File: src/rtl/hsk_pkg.sv
package hsk_pkg;
  localparam int NRULE   = 7;
  localparam int R_SEQ   = 0;
  localparam int R_GNT   = 1;
  localparam int R_EXCL  = 2;
  localparam int R_ADDR  = 3;
  localparam int R_RDAT  = 4;
  localparam int R_WDAT  = 5;
  localparam int R_PULSE = 6;

  typedef struct packed {
    logic req;
    logic gnt;
    logic rd;
    logic wr;
    logic av;
    logic di;
    logic dout;
  } ctl_t;

  typedef struct packed {
    logic req;
    logic gnt;
    logic rd;
    logic wr;
  } hist_t;
endpackage

File: src/rtl/hsk_history.sv
module hsk_history
  import hsk_pkg::*;
#(
  parameter int LOOKBACK = 2
) (
  input  logic  clk,
  input  logic  rst,
  input  hist_t cur,
  output hist_t d1,
  output logic  req_d2,
  output logic  ok1,
  output logic  ok2
);
  localparam int CW = $clog2(LOOKBACK + 1);

  hist_t         d1_q;
  logic          req_d2_q;
  logic [CW-1:0] seen_q;

  always_ff @(posedge clk) begin
    if (rst) begin
      d1_q     <= '0;
      req_d2_q <= 1'b0;
      seen_q   <= '0;
    end else begin
      d1_q     <= cur;
      req_d2_q <= d1_q.req;
      if (seen_q != CW'(LOOKBACK)) seen_q <= seen_q + 1'b1;
    end
  end

  assign d1     = d1_q;
  assign req_d2 = req_d2_q;
  assign ok1    = (seen_q >= CW'(1));
  assign ok2    = (seen_q >= CW'(2));
endmodule

File: src/rtl/hsk_rules.sv
module hsk_rules
  import hsk_pkg::*;
(
  input  ctl_t             cur,
  input  hist_t            d1,
  input  logic             req_d2,
  input  logic             ok1,
  input  logic             ok2,
  output logic [NRULE-1:0] viol
);
  logic cmd_now, cmd_prev;

  always_comb begin
    cmd_now  = cur.rd | cur.wr;
    cmd_prev = d1.rd | d1.wr;
    viol          = '0;
    viol[R_SEQ]   = ok2 & cmd_now & ~(req_d2 & d1.gnt);
    viol[R_GNT]   = ok1 & cur.gnt & ~d1.req;
    viol[R_EXCL]  = cur.rd & cur.wr;
    viol[R_ADDR]  = ok1 & (cur.av ^ cmd_prev);
    viol[R_RDAT]  = ok1 & (cur.di ^ d1.rd);
    viol[R_WDAT]  = ok1 & (cur.dout ^ d1.wr);
    viol[R_PULSE] = ok1 & cur.req & d1.req;
  end
endmodule

File: src/rtl/hsk_sticky.sv
module hsk_sticky #(
  parameter int N = 7
) (
  input  logic         clk,
  input  logic         rst,
  input  logic         clr,
  input  logic [N-1:0] viol,
  output logic [N-1:0] err_q,
  output logic         any_q
);
  logic [N-1:0] nxt;

  for (genvar i = 0; i < N; i++) begin : g_bit
    assign nxt[i] = (err_q[i] & ~clr) | viol[i];
    always_ff @(posedge clk) begin
      if (rst) err_q[i] <= 1'b0;
      else     err_q[i] <= nxt[i];
    end
  end

  always_ff @(posedge clk) begin
    if (rst) any_q <= 1'b0;
    else     any_q <= |nxt;
  end

  p_hold_r9: assert property (@(posedge clk) disable iff (rst)
    !clr |=> ((err_q & $past(err_q)) == $past(err_q)));

  p_clear_r9: assert property (@(posedge clk) disable iff (rst)
    (clr && viol == '0) |=> (err_q == '0));
endmodule

File: src/rtl/hsk_monitor.sv
module hsk_monitor
  import hsk_pkg::*;
#(
  parameter int LOOKBACK = 2
) (
  input  logic             clk,
  input  logic             rst,
  input  logic             clr_i,
  input  logic             req_i,
  input  logic             gnt_i,
  input  logic             rd_i,
  input  logic             wr_i,
  input  logic             addr_vld_i,
  input  logic             din_vld_i,
  input  logic             dout_vld_i,
  output logic [NRULE-1:0] err_o,
  output logic             err_any_o
);
  ctl_t             cur;
  hist_t            cur_h, d1;
  logic             req_d2, ok1, ok2;
  logic [NRULE-1:0] viol;

  assign cur   = '{req: req_i, gnt: gnt_i, rd: rd_i, wr: wr_i,
                   av: addr_vld_i, di: din_vld_i, dout: dout_vld_i};
  assign cur_h = '{req: req_i, gnt: gnt_i, rd: rd_i, wr: wr_i};

  hsk_history #(.LOOKBACK(LOOKBACK)) u_hist (
    .clk(clk), .rst(rst), .cur(cur_h), .d1(d1),
    .req_d2(req_d2), .ok1(ok1), .ok2(ok2)
  );

  hsk_rules u_rules (
    .cur(cur), .d1(d1), .req_d2(req_d2), .ok1(ok1), .ok2(ok2), .viol(viol)
  );

  hsk_sticky #(.N(NRULE)) u_sticky (
    .clk(clk), .rst(rst), .clr(clr_i), .viol(viol),
    .err_q(err_o), .any_q(err_any_o)
  );

  p_excl_r4: assert property (@(posedge clk) disable iff (rst)
    (rd_i && wr_i) |=> err_o[R_EXCL]);

  p_pulse_r8: assert property (@(posedge clk) disable iff (rst)
    (req_i && ok1 && $past(req_i)) |=> err_o[R_PULSE]);

  p_any_r10: assert property (@(posedge clk) disable iff (rst)
    1'b1 |=> (err_any_o == (|err_o)));

  p_gnt_r3: assert property (@(posedge clk) disable iff (rst)
    (gnt_i && ok1 && !$past(req_i)) |=> err_o[R_GNT]);
endmodule

File: config.mk
export PLATFORM = sky130hd
export DESIGN_NAME = hsk_monitor
export DESIGN_NICKNAME = d
export VERILOG_FILES = /design/src/rtl/hsk_pkg.sv /design/src/rtl/hsk_history.sv /design/src/rtl/hsk_rules.sv /design/src/rtl/hsk_sticky.sv /design/src/rtl/hsk_monitor.sv
export SDC_FILE = /design/constraint.sdc
export NUM_CORES = 1
export LEC_CHECK = 0
export BUFFER_PORTS_ARGS = -buffer_cell sky130_fd_sc_hd__buf_2
export CAP_MARGIN = 40
export CORE_MARGIN = 1.5
export CORE_UTILIZATION = 44
export CTS_CLUSTER_SIZE = 28
export DETAILED_ROUTE_END_ITERATION = 10
export PLACE_DENSITY = 0.75
export SYNTH_ARGS = -nofsm -noshare
export SYNTH_HDL_FRONTEND = slang
export SYNTH_HIERARCHICAL = 1
export SYNTH_SLANG_ARGS = --single-unit
File: constraint.sdc
create_clock -name clk -period 2.41 [get_ports clk]
set_clock_uncertainty 0.2 [all_clocks]
set_input_delay 0.1205 -clock clk [delete_from_list [all_inputs] [get_ports clk]]
set_output_delay 0.1205 -clock clk [all_outputs]
set_load 0.05 [all_outputs]
### Yosys cells after proc, flatten, opt, wreduce, memory -nomap -nowiden

Cells that the tools add are included.

| storage, ports and cells | value |
|---|---|
| bits in registers | 15 |
| bits of input ports | 10 |
| output and inout bits | 8 |
| logic and storage cells | 52 |

| operators by class | value |
|---|---|
| add/subtract/negate cells | 1 |
| order comparisons | 2 |
| equality and inequality tests | 1 |
| bitwise gates (word level) | 33 |
| reduce and logical (&&, ||, !) cells | 1 |

Operators with widths:

| operator | count |
|---|---|
| $and A1 B1 Y1 | 18 |
| $or A1 B1 Y1 | 9 |
| $reduce_or A7 Y1 | 1 |
| $not A1 Y1 | 3 |
| $xor A1 B1 Y1 | 3 |
| $add A2 B1 Y2 const B | 1 |
| $ge A2 B1 Y1 const B | 1 |
| $ge A2 B2 Y1 const B | 1 |
| $ne A2 B2 Y1 const B | 1 |

### Depth between registers and ports, before layout

Gate-level depths: netlist of run 1.

| logic depth | value |
|---|---|
| depth after elaboration | 5 |
| depth in mapped cells | 7 |

### Modules after synthesis

The synthesis of run 1 kept the hierarchy.

By module, submodules not included:

| module | instances | cells each | area each (um^2) | seq. area each (um^2) |
|---|---|---|---|---|
| hsk_sticky | 1 | 29 | 270.3 | 160.2 |
| hsk_history | 1 | 22 | 240.2 | 140.1 |
| hsk_rules | 1 | 12 | 78.8 | 0.0 |

### Worst setup path after synthesis of run 1

Ideal clock, no wire load.

| timing | value |
|---|---|
| kind | reg2reg |
| start point | register u_sticky.err_q[2] |
| end point | register u_sticky.any_q |
| setup time | 0.131 ns |
| arrival | 1.338 ns |
| path slack | 0.741 ns |
| stages on the path, launching flop included | 4 |
| path buffers | 0 |
| cells stage by stage | dfxtp_1 > or4_1 > o41ai_2 > a31oi_1 |

| on the way | value |
|---|---|
| cells in the longest elaborated chain, start to end | 3 |

RTL lines:

| what | RTL line | RTL |
|---|---|---|
| start, declared | hsk_sticky.sv:8 | `output logic [N-1:0] err_q,` |
| start signal, assigned by index | hsk_sticky.sv:17 | `else err_q[i] <= nxt[i];` |
| $and A1 B1 Y1 | hsk_sticky.sv:14 | `assign nxt[i] = (err_q[i] & ~clr) \| viol[i];` |
| $or A1 B1 Y1 | hsk_sticky.sv:14 |  |
| $reduce_or A7 Y1 | hsk_sticky.sv:23 | `else any_q <= \|nxt;` |
| end signal, assigned | hsk_sticky.sv:23 |  |
| end, declared | hsk_sticky.sv:9 | `output logic any_q` |

No other way between the ends.
A chain may end at the register's enable or synchronous reset.

### Final worst setup path of run 1

| timing | value |
|---|---|
| start point | register u_hist.seen_q[0] |
| end point | register u_sticky.any_q |

| on the way | value |
|---|---|
| cells in the longest elaborated chain, start to end | 5 |
| elaborated cells on any way between the ends | 18 |

RTL lines:

| what | RTL line | RTL |
|---|---|---|
| start, declared | hsk_history.sv:18 | `logic [CW-1:0] seen_q;` |
| start signal, assigned | hsk_history.sv:28 | `if (seen_q != CW'(LOOKBACK)) seen_q <= seen_q + 1'b1;` |
| $ge A2 B2 Y1 | hsk_history.sv:35 | `assign ok2 = (seen_q >= CW'(2));` |
| net ok2 | hsk_monitor.sv:21 | `logic req_d2, ok1, ok2;` |
| $and A1 B1 Y1 (2 in a row) | hsk_rules.sv:17 | `viol[R_SEQ] = ok2 & cmd_now & ~(req_d2 & d1.gnt);` |
| net viol[0] | hsk_monitor.sv:22 | `logic [NRULE-1:0] viol;` |
| $or A1 B1 Y1 | hsk_sticky.sv:14 |  |
| $reduce_or A7 Y1 | hsk_sticky.sv:23 |  |

The timed path passes the listed nets, and every way through them passes these cells.

==> results.md, run 1 <==
- Status: finished, final reports clean
- Wire length per cell: 10.9 um
- TNS Setup: 0 ps
- H-tree depth: 1
- Seq/Total Area, Yosys: 51.0%
- CTS tree: yes
- Synth Instances: 63
- Synth-to-layout area growth: 36.9%
- Initial Util: 46.4%
- YS warnings: 6
- Yosys reg bits: 15
- Reg-to-reg slack, setup: 520 ps
- Max Slew Vio Count: 0
- Placed Area: 689 sq um
- Worst-path clk slew: 90 ps
- Clk Latency, worst-skew pair: 280 ps
- Final instance area: 807 sq um
- Starting DRC count in detailed routing: 5
- Num CTS Buffers: 3
- Number of global-route vias before repair: 472
- Maximum fanout along the worst path: 3
- Total I/O pin count: 18
- Endpoints failing hold: 0
- Initial antenna violation count: 0
- Largest net degree at the start of global routing: 16
- Die area: 1570 sq um
- P per Cell Area: 998 nW/um^2
- Setup ws final: 522 ps
- Worst Reg2Reg Path Length in Cells: 7
- Total core area: 1270 sq um
- Min-delay src: clr_i
- DRC Markers: 0
- Tcrit/Tclk final: 78.3%
- Floorplan row count: 13
- Finish-stage setup viols: 0
- Post-Place Setup Slack: 573 ps
- Post-CTS sizing: 0
- Number of I/O port buffers: 17
- Pre-Repair DR Iteration Count: 3
- Share of cells above drive strength 1: 25.0%
- WHS Endpoint: u_sticky/any_q
- Met3 usage: 5.68%
- Fin nets: 105
- FMAX: 0.530 GHz
- Maximum vdd drop: 0.456 mV
- Die W: 39.6 um
- Least-Margin Pin Slew: 316 ps
- DR vias/cell: 4.92
- Critical path startpoint category: register
- Antenna fix cells: 0
- Worst EP arrival: 1850 ps
- Antenna viol nets, final: 0
- Syn_nets: 75
- Final WL: 1170 um
- Total GRT Usage: 18.3%
- Critical path origin: u_hist/seen_q[0]
- Clock sink count: 15
- R2R Path Start: u_hist/seen_q[0]
- Post-DP HPWL: 817 um
- First-pass GRT wire length: 1840 um
- Grt ovf: 0
- Hold path depth: 4
- Postcts setup bufs: 0
- Setup CP Type: reg -> reg
- Reg-to-Reg End: u_sticky/any_q
- RSZ-0062 raised after global routing: false
- Met2 usage: 31.6%
- Busiest grt layer: met2
- CP Capture Type: register
- P_leak: 0.400 nW
- DIE HEIGHT: 39.6 um
- Min-delay worst type: in -> reg
- Final hold slack: 23.1 ps
- Synth Area per Inst: 9.35 sq um
- Routability-driven placement congestion ratio: 0.685
- Required time of the worst setup path: 2370 ps
- Minimum clock period: 1890 ps
- MaxCap Viol Count: 0
- Worst slew margin: 78.7%
- Met1 Usage GRT: 19.2%
- Synth Cell Area: 589 sq um
- Clock tree buffer depth: 2
- Root Driver: clkbuf_4
- Total number of vias: 526
- Yosys cell types: 20
==> cell type report <==
class,count,area (sq um)
tap,15,18.8
sequential,15,300
multi-input combinational,43,270
timing repair buffer,26,175
clock buffer,3,22.5
fill,111,462
clock inverter,1,5.00
inverter,4,15.0
==> report_power, final <==
part | switching [mW] | internal, mW | leakage [nW] | total [mW]
combinational | 0.210 | 0.125 | 0.258 | 0.335
sequential | 0.0307 | 0.295 | 0.124 | 0.326
clock | 0.0828 | 0.0616 | 0.0177 | 0.144
total | 0.324 | 0.482 | 0.400 | 0.806
==> state kept, by name, summed over array words and instances (netlist names) <==
name            count
u_sticky/err_q      7
u_hist/d1           4
u_hist/seen_q       2
u_hist/req_d2       1
u_sticky/any_q      1
==> per-stage QoR <==
stage          utilization, %  cells  power [mW]
2_1_floorplan               -     63       0.585
3_3_place_gp             54.3     94       0.647
3_5_place_dp             54.3     94       0.656
4_1_cts                  63.6    107       0.812
5_1_grt                  63.6    107       0.866
6_report                 63.6    107       0.806
==> worst max-delay path: stages (launching register included) <==
cell and delay (ps):
dfxtp_1 350, inv_1 70, ha_1 240, or2_2 280, o21ai_0 90, a21oi_1 90
nor4_1 340, a31oi_1 120
==> per-layer routing <==
metal  vias up  part of all wire, %
li1        269                    -
met1       245                   44
met2        10                   51
met3         2                  4.5
met4         0                 0.51
met5         -                    0
==> how the worst max path moves through the flow <==
stage / end / slack, ps / cells past startpoint
global placement: u_sticky/any_q / 720 / 7
detailed placement: u_sticky/any_q / 570 / 7
finish: u_sticky/any_q / 520 / 7
floorplan: u_sticky/any_q / 740 / 3
global route: u_sticky/any_q / 390 / 7
CTS: u_sticky/any_q / 560 / 7
==> synth_stat cells <==
cell      number  share of area [%]
dfxtp_1       15                 51
nor2_1         9                5.7
a21oi_1        8                6.8
nor2b_1        5                5.3
inv_1          4                2.5
and2_1         3                3.2
xor2_1         3                4.5
and3_1         2                2.1
ha_1           2                4.2
o21ai_0        2                1.7
a31oi_1        1                1.1
and3b_1        1                1.5
clkbuf_1       1               0.64
mux2i_1        1                1.7
nor3_1         1               0.85
nor4_1         1                1.1
o41ai_2        1                2.8
or2_2          1                1.1
or3_1          1                1.1
or4_1          1                1.3
==> logic make-up after synthesis <==
group	synth area share, %
AO/OA/AOI/OAI	12.3
buffers and inverters	3.18
flip-flops	51.0
multiplexers	1.70
XOR/XNOR	4.46
AND/OR/NAND/NOR	23.1
adder cells (fa/ha/maj)	4.25
==> what timing repair did <==
| action | 4_1_cts | 5_1_grt |
|---|---|---|
| hold endpoints to repair | 15 | 0 |
| hold buffers | 9 | 0 |
| endpoints found under the setup margin | 0 | 0 |
==> layout by cell type, fill, tap and decap left out, types with 2 or more instances in the layout <==
| cell | instances |
|---|---|
| nor2b_1 | 5 |
| ha_1 | 2 |
| dfxtp_1 | 15 |
| inv_1 | 4 |
| dlygate4sd3_1 | 9 |
| xor2_1 | 3 |
| nor2_1 | 9 |
| and3_1 | 2 |
| a21oi_1 | 8 |
| clkbuf_4 | 3 |
| and2_1 | 3 |
| buf_2 | 17 |
| o21ai_0 | 2 |
Power figures use the tool's default switching activity.
==> run 2: changes to the inputs <==
CORE_UTILIZATION = 42   (was 44)
clock period = 1.7 ns   (was 2.41 ns; I/O delays follow)
==> run 2 against run 1 <==
  * Via count up 7.6%
  * Largest cell class unchanged
  * Sequential share of layout area down 2.0 points
  * Cell count up 3.7%
  * Highest routed layer unchanged
  * Cell area up 6.0%
  * Flip-flop and latch count unchanged
  * Clock power up 40%
  * Sequential power up 43%
  * Critical endpoint unchanged
  * Global-route usage down 0.28 points
  * Maximum frequency up 16%
  * Clock-buffer cell count up 1
  * Hold slack better by 63 ps
  * Routed wire length up 7.7%
==> results.md, run 2 (synthesis results as in run 1) <==
- Number of I/O port buffers: 17 (unchanged)
- DRC Markers: 0 (unchanged)
- Root Driver: clkbuf_4
- Status: finished, final reports clean
- Tcrit/Tclk final: 95.9% (+18 points)
- Max Slew Vio Count: 0 (unchanged)
- Number of global-route vias before repair: 506 (+7.2%)
- P per Cell Area: 1440 nW/um^2 (+44%)
- FMAX: 0.613 GHz (+16%)
- DIE HEIGHT: 40.5 um (+2.2%)
- Setup ws final: 69.5 ps (-452 ps)
- Synth-to-layout area growth: 45.2%
- Floorplan row count: 13 (unchanged)
- Largest Register: u_sticky/err_q
- CTS tree: yes
- Die area: 1640 sq um (+4.4%)
- Post-Place Setup Slack: -20.7 ps (-593 ps)
- Clock tree buffer depth: 2 (unchanged)
- Antenna viol nets, final: 0 (unchanged)
- Finished Core Util: 65.8% (+2.2 points)
- Grt ovf: 0 (unchanged)
- Initial Util: 45.3% (-1.2 points)
- Total core area: 1300 sq um (+2.6%)
- MaxCap Viol Count: 0 (unchanged)
- Share of cells above drive strength 1: 32.3% (+7.3 points)
- P_leak: 0.417 nW (+4.2%)
- Post-DP HPWL: 811 um (-0.66%)
- Clk Latency, worst-skew pair: 280 ps (about the same)
- Total GRT Usage: 18.0% (-0.28 points)
- Layout fillers: 112 (+0.90%)
- Die W: 40.5 um (+2.2%)
- Commonest non-fill, non-tap cells in the layout: 17 x buf_2, 14 x dfxtp_1, 10 x dlygate4sd3_1
- Worst-path clk slew: 90 ps (about the same)
- Starting DRC count in detailed routing: 9 (+4)
- Maximum fanout along the worst path: 2 (-1)
- CP Capture Type: register
- First-pass GRT wire length: 1930 um (+4.5%)
- Routability-driven placement congestion ratio: 0.697 (+1.8%)
- Fin nets: 109 (+3.8%)
- Total number of vias: 566 (+7.6%)
- Worst slew margin: 82.5% (+3.7 points)
- Antenna fix cells: 0 (unchanged)
- DR vias/cell: 5.10 (+3.7%)
- Initial antenna violation count: 0 (unchanged)
- Clock sink count: 15 (unchanged)
- Least-Margin Pin Slew: 260 ps (-56.0 ps)
- Final WL: 1260 um (+7.7%)
- Largest register FFs: 7 (unchanged)
- Reg-to-reg slack, setup: 70 ps (-450 ps)
- Total I/O pin count: 18 (unchanged)
- Minimum clock period: 1630 ps (-258 ps)
- Pre-Repair DR Iteration Count: 4 (+1)
- Maximum vdd drop: 0.822 mV (+80%)
- Critical path startpoint category: register
- Commonest non-fill, non-tap cell in the layout: buf_2
- H-tree depth: 1 (unchanged)
- Wire length per cell: 11.4 um (+3.8%)
- Setup CP Type: reg -> reg
- Num CTS Buffers: 3 (unchanged)
- Endpoints failing hold: 0 (unchanged)
- Required time of the worst setup path: 1670 ps (-700 ps)
- Min-delay worst type: in -> reg
- Worst EP arrival: 1600 ps (-250 ps)
- Finish-stage setup viols: 0 (unchanged)
- Largest net degree at the start of global routing: 16 (unchanged)
## run 2: cell types whose count changed in the layout (fill, tap and decap cells not counted), sizes merged
| cell | change |
|---|---|
| clkinv | -1 |
| clkbuf | +1 |
| dlygate4sd3 | +1 |
| buf | +3 |
## run 2: what timing repair did
| item | CTS | global route |
|---|---|---|
| setup endpoints to repair | 1 | 1 |
| buffers inserted | 0 | 2 |
| hold endpoints to repair | 15 | 0 |
| hold buffers | 10 | 0 |
| pin swaps | 1 | 2 |
| resized for setup | 0 | 7 |
## run 2: final cells by class
| cell class | instances | area [sq um] | share of cell area, % |
|---|---|---|---|
| sequential | 15 | 302 | 35.2 |
| tap | 15 | 18.8 | 2.19 |
| timing repair buffer | 30 | 208 | 24.3 |
| inverter | 4 | 15.0 | 1.75 |
| clock buffer | 4 | 26.3 | 3.07 |
| multi-input combinational | 43 | 287 | 33.5 |
## run 2: through the flow
step / hold WS [ps] / cells / cell area [sq um] / total power, mW / setup TNS, ps
floorplan: -43.4 / 63 / 589 / 0.829 / 0
global placement: 111 / 95 / 697 / 0.927 / 0
detailed placement: 118 / 95 / 697 / 0.939 / -20.7
CTS: 85.5 / 109 / 823 / 1.16 / 0
global route: 141 / 111 / 856 / 1.31 / -7.91
finish: 85.8 / 111 / 856 / 1.23 / 0
## run 2: per-layer routing
metal  share of wire, %  global-route usage (%)  vias up
li1                   -                       -      279
met1                 40                    16.5      267
met2                 54                    35.7       18
met3                4.8                    6.67        2
met4               0.79                    5.00        0
met5                  0                       0        -
## run 2: worst max-delay path, cell delays in order (launching register included)
cell     delay [ps]
dfxtp_2         340
inv_2            40
ha_2            170
or2_2           270
o21ai_2          70
a21oi_2          60
nor4_2          250
a31oi_1         110
## run 2: worst paths after layout
check | to | cells past startpoint | startpoint
setup / recovery | u_sticky/any_q | 7 | u_hist/seen_q[0]
hold / removal | u_sticky/err_q[3] | 5 | addr_vld_i
setup reg to reg | u_sticky/any_q | 7 | u_hist/seen_q[0]
hold reg to reg | u_hist/req_d2 | 1 | u_hist/d1[3]
## run 2: report_power, final
part | internal, mW | switching, mW
logic | 0.233 | 0.328
clock network | 0.0911 | 0.110
registers | 0.421 | 0.0461
total | 0.745 | 0.484
==> run 3: changes to the inputs <==
SYNTH_HIERARCHICAL = unset   (was 1)
==> run 3 against run 2 <==
  * Cell count is 6.3% lower
  * Sequential power is 0.9% lower
  * Clock power hardly changed
  * Utilization shrank 0.91 points
  * Routed wire length down 9.9%
  * Critical path type unchanged
  * Highest routed layer unchanged
==> results.md, run 3 <==
- Status: finished, final reports clean
- Worst slew margin: 81.8% (-0.69 points)
- Yosys reg bits: 15 (unchanged)
- Worst EP arrival: 1580 ps (-20 ps)
- Number of I/O port buffers: 17 (unchanged)
- Antenna fix cells: 0 (unchanged)
- Fin nets: 102 (-6.4%)
- Most frequent cell after synthesis: dfxtp_1
- Hold path depth: 4 (-1)
- Final instance area: 855 sq um (-0.15%)
- Setup CP Type: reg -> reg
- Total I/O pin count: 18 (unchanged)
- Num CTS Buffers: 3 (unchanged)
- WHS Endpoint: u_sticky.err_q[3]
- DR vias/cell: 4.86 (-4.8%)
- Post-synth top area cell: dfxtp_1
- Finish-stage setup viols: 0 (unchanged)
- Total number of vias: 505 (-11%)
- Initial antenna violation count: 0 (unchanged)
- YS warnings: 0 (-6)
- Postcts setup bufs: 0 (unchanged)
- MaxCap Viol Count: 0 (unchanged)
- Least-Margin Pin Slew: 273 ps (+13.2 ps)
- Syn_nets: 70 (-6.7%)
- Main synth FF type: dfxtp_1
- Critical path startpoint category: register
- Combinational share of power: 44.4% (-1.2 points)
- Largest register FFs: 7 (unchanged)
- Share of cells above drive strength 1: 32.6% (+0.29 points)
- FMAX: 0.635 GHz (+3.6%)
- Minimum clock period: 1570 ps (-56.7 ps)
- Commonest non-fill, non-tap cells in the layout: 17 x buf_2, 14 x dfxtp_1, 10 x dlygate4sd3_1
- RSZ-0062 raised after global routing: false
- Switching power: 0.465 mW (-3.9%)
- Area of the multi-input gates: 304 sq um (+6.1%)
- Pre-Repair DR Iteration Count: 4 (unchanged)
- Number of synthesized flops with an enable pin: 0 (unchanged)
- Root Driver: clkbuf_4
- Min-delay worst type: in -> reg
- Sequential share of power: 38.7% (+0.7 points)
- Tcrit/Tclk final: 92.6% (-3.3 points)
- Starting DRC count in detailed routing: 1 (-8)
- P per Cell Area: 1400 nW/um^2 (-2.4%)
- Synth top area share: 50.4% (-0.54 points)
- Clock sink count: 15 (unchanged)
- Power Internal: 0.732 mW (-1.7%)
- Largest Register: u_sticky.err_q
- Seq. cell area: 302 sq um (unchanged)
- Floorplan row count: 13 (unchanged)
- Required time of the worst setup path: 1700 ps (+30 ps)
- CTS tree: yes
- DRC Markers: 0 (unchanged)
- Sw Share: 38.9% (-0.52 points)
- H-tree depth: 1 (unchanged)
- CP Capture Type: register
- Die W: 40.7 um (+0.48%)
- Max Slew Vio Count: 0 (unchanged)
- Synth Cell Area: 596 sq um (+1.1%)
- Asr flop ratio synth: 0% (unchanged)
- Routability-driven placement congestion ratio: 0.690 (-1.1%)
- Antenna viol nets, final: 0 (unchanged)
- Wire length per cell: 10.9 um (-3.8%)
- Reg-to-reg slack, setup: 130 ps (+60 ps)
- Worst-path clk slew: 90 ps (about the same)
- Reg-to-Reg End: u_sticky.any_q
- Maximum fanout along the worst path: 5 (+3)
- Cells taking the most area after synthesis: dfxtp_1 50%, nor2b_1 8.4%, nor2_1 5.0%
- Total GRT Usage: 17.5% (-0.46 points)
- Commonest non-fill, non-tap cell in the layout: buf_2
- Final WL: 1140 um (-9.9%)
- P_leak: 0.381 nW (-8.6%)
- Largest net degree at the start of global routing: 16 (unchanged)
- Synth Area per Inst: 10.3 sq um (+9.8%)
- R2R Path Start: u_hist.seen_q[1]
- Endpoints failing hold: 0 (unchanged)
- Synth Instances: 58 (-7.9%)
- Maximum vdd drop: 0.757 mV (-7.9%)
- First-pass GRT wire length: 1820 um (-5.4%)
- Synth-to-layout area growth: 43.5%
- Worst Reg2Reg Path Length in Cells: 4 (-3)
- Seq/Total Area, Yosys: 50.4% (-0.54 points)
- Most frequent cells after synthesis: 15 x dfxtp_1, 8 x nor2_1, 8 x nor2b_1
- Total core area: 1320 sq um (+1.2%)
- Die area: 1650 sq um (+0.97%)
- Initial Util: 45.2% (-0.084 points)
- Number of global-route vias before repair: 456 (-9.9%)
- Layout fillers: 112 (unchanged)
- DIE HEIGHT: 40.7 um (+0.48%)
- Grt ovf: 0 (unchanged)
- TNS Setup: 0 ps (unchanged)
- Clock share of power: 16.9% (+0.5 points)
- Clock tree buffer depth: 2 (unchanged)
- Min-delay src: addr_vld_i
- Yosys cell types: 23 (+15%)
- Clk Latency, worst-skew pair: 280 ps (about the same)
- Placed Area: 703 sq um (+0.90%)
==> run 3: cells by family (layout without fill, tap and decap cells) <==
kind of cell	Yosys count	count (layout)	share of synthesized area [%]
AND/OR/NAND/NOR	23	23	21.0
multiplexers	1	1	1.68
XOR/XNOR	3	3	4.41
flip-flops	15	15	50.4
AO/OA/AOI/OAI	10	10	15.8
buffers and inverters	4	35	2.52
adder cells (fa/ha/maj)	2	2	4.20
==> run 3: stage by stage <==
step / power, mW / hold slack (ps) / setup WS, ps / utilization (%) / std cells
6_report: 1.20 / 30.2 / 126 / 64.9 / 104
5_1_grt: 1.29 / 39.4 / 32.3 / 64.9 / 104
4_1_cts: 1.16 / 20.7 / 37.0 / 63.0 / 104
3_5_place_dp: 0.946 / 117 / 45.4 / 53.4 / 90
3_3_place_gp: 0.936 / 113 / 110 / 53.4 / 90
2_1_floorplan: 0.834 / -43.4 / 109 / - / 58
==> run 3: layout make-up <==
cell class | count | area share (%)
tap | 15 | 2.20
clock buffer | 4 | 3.07
sequential | 15 | 35.3
timing repair buffer | 28 | 22.5
inverter | 3 | 1.32
multi-input combinational | 39 | 35.6
==> run 3: power by group through the flow <==
stage / registers [mW] / clock network [mW] / logic (mW)
2_1_floorplan: 0.598 / 0 / 0.236
3_3_place_gp: 0.468 / 0 / 0.468
3_5_place_dp: 0.471 / 0 / 0.475
4_1_cts: 0.463 / 0.207 / 0.495
5_1_grt: 0.475 / 0.224 / 0.591
6_report: 0.463 / 0.202 / 0.532
==> run 3: worst max path at each step <==
stage,start,endpoint,slack [ps],depth (start not counted)
5_1_grt,u_hist.seen_q[1],u_sticky.any_q,30,5
3_5_place_dp,u_hist.seen_q[0],u_sticky.any_q,50,6
6_report,u_hist.seen_q[1],u_sticky.any_q,130,4
2_1_floorplan,u_hist.seen_q[0],u_sticky.any_q,110,6
3_3_place_gp,u_hist.seen_q[0],u_sticky.any_q,110,6
4_1_cts,u_hist.seen_q[0],u_sticky.any_q,40,6
==> run 3: layer usage <==
metal	global-route usage [%]	up-vias	share of wire, %
met5	0	-	0
met4	7.50	0	1.8
met3	3.26	2	3.8
met2	29.8	14	49
met1	21.4	228	45
li1	-	261	-
==> run 3: worst max-delay path: stages, from the launching register on <==
cell and delay, ps:
dfxtp_1 390, inv_1 90, ha_4 180, or3b_1 390
a41oi_1 230
==> run 3: timing repair <==
action | CTS | global route
endpoints found under the setup margin | 0 | 1
hold buffers | 10 | 0
gates resized for setup | 0 | 5
endpoints found under the hold margin | 14 | 0
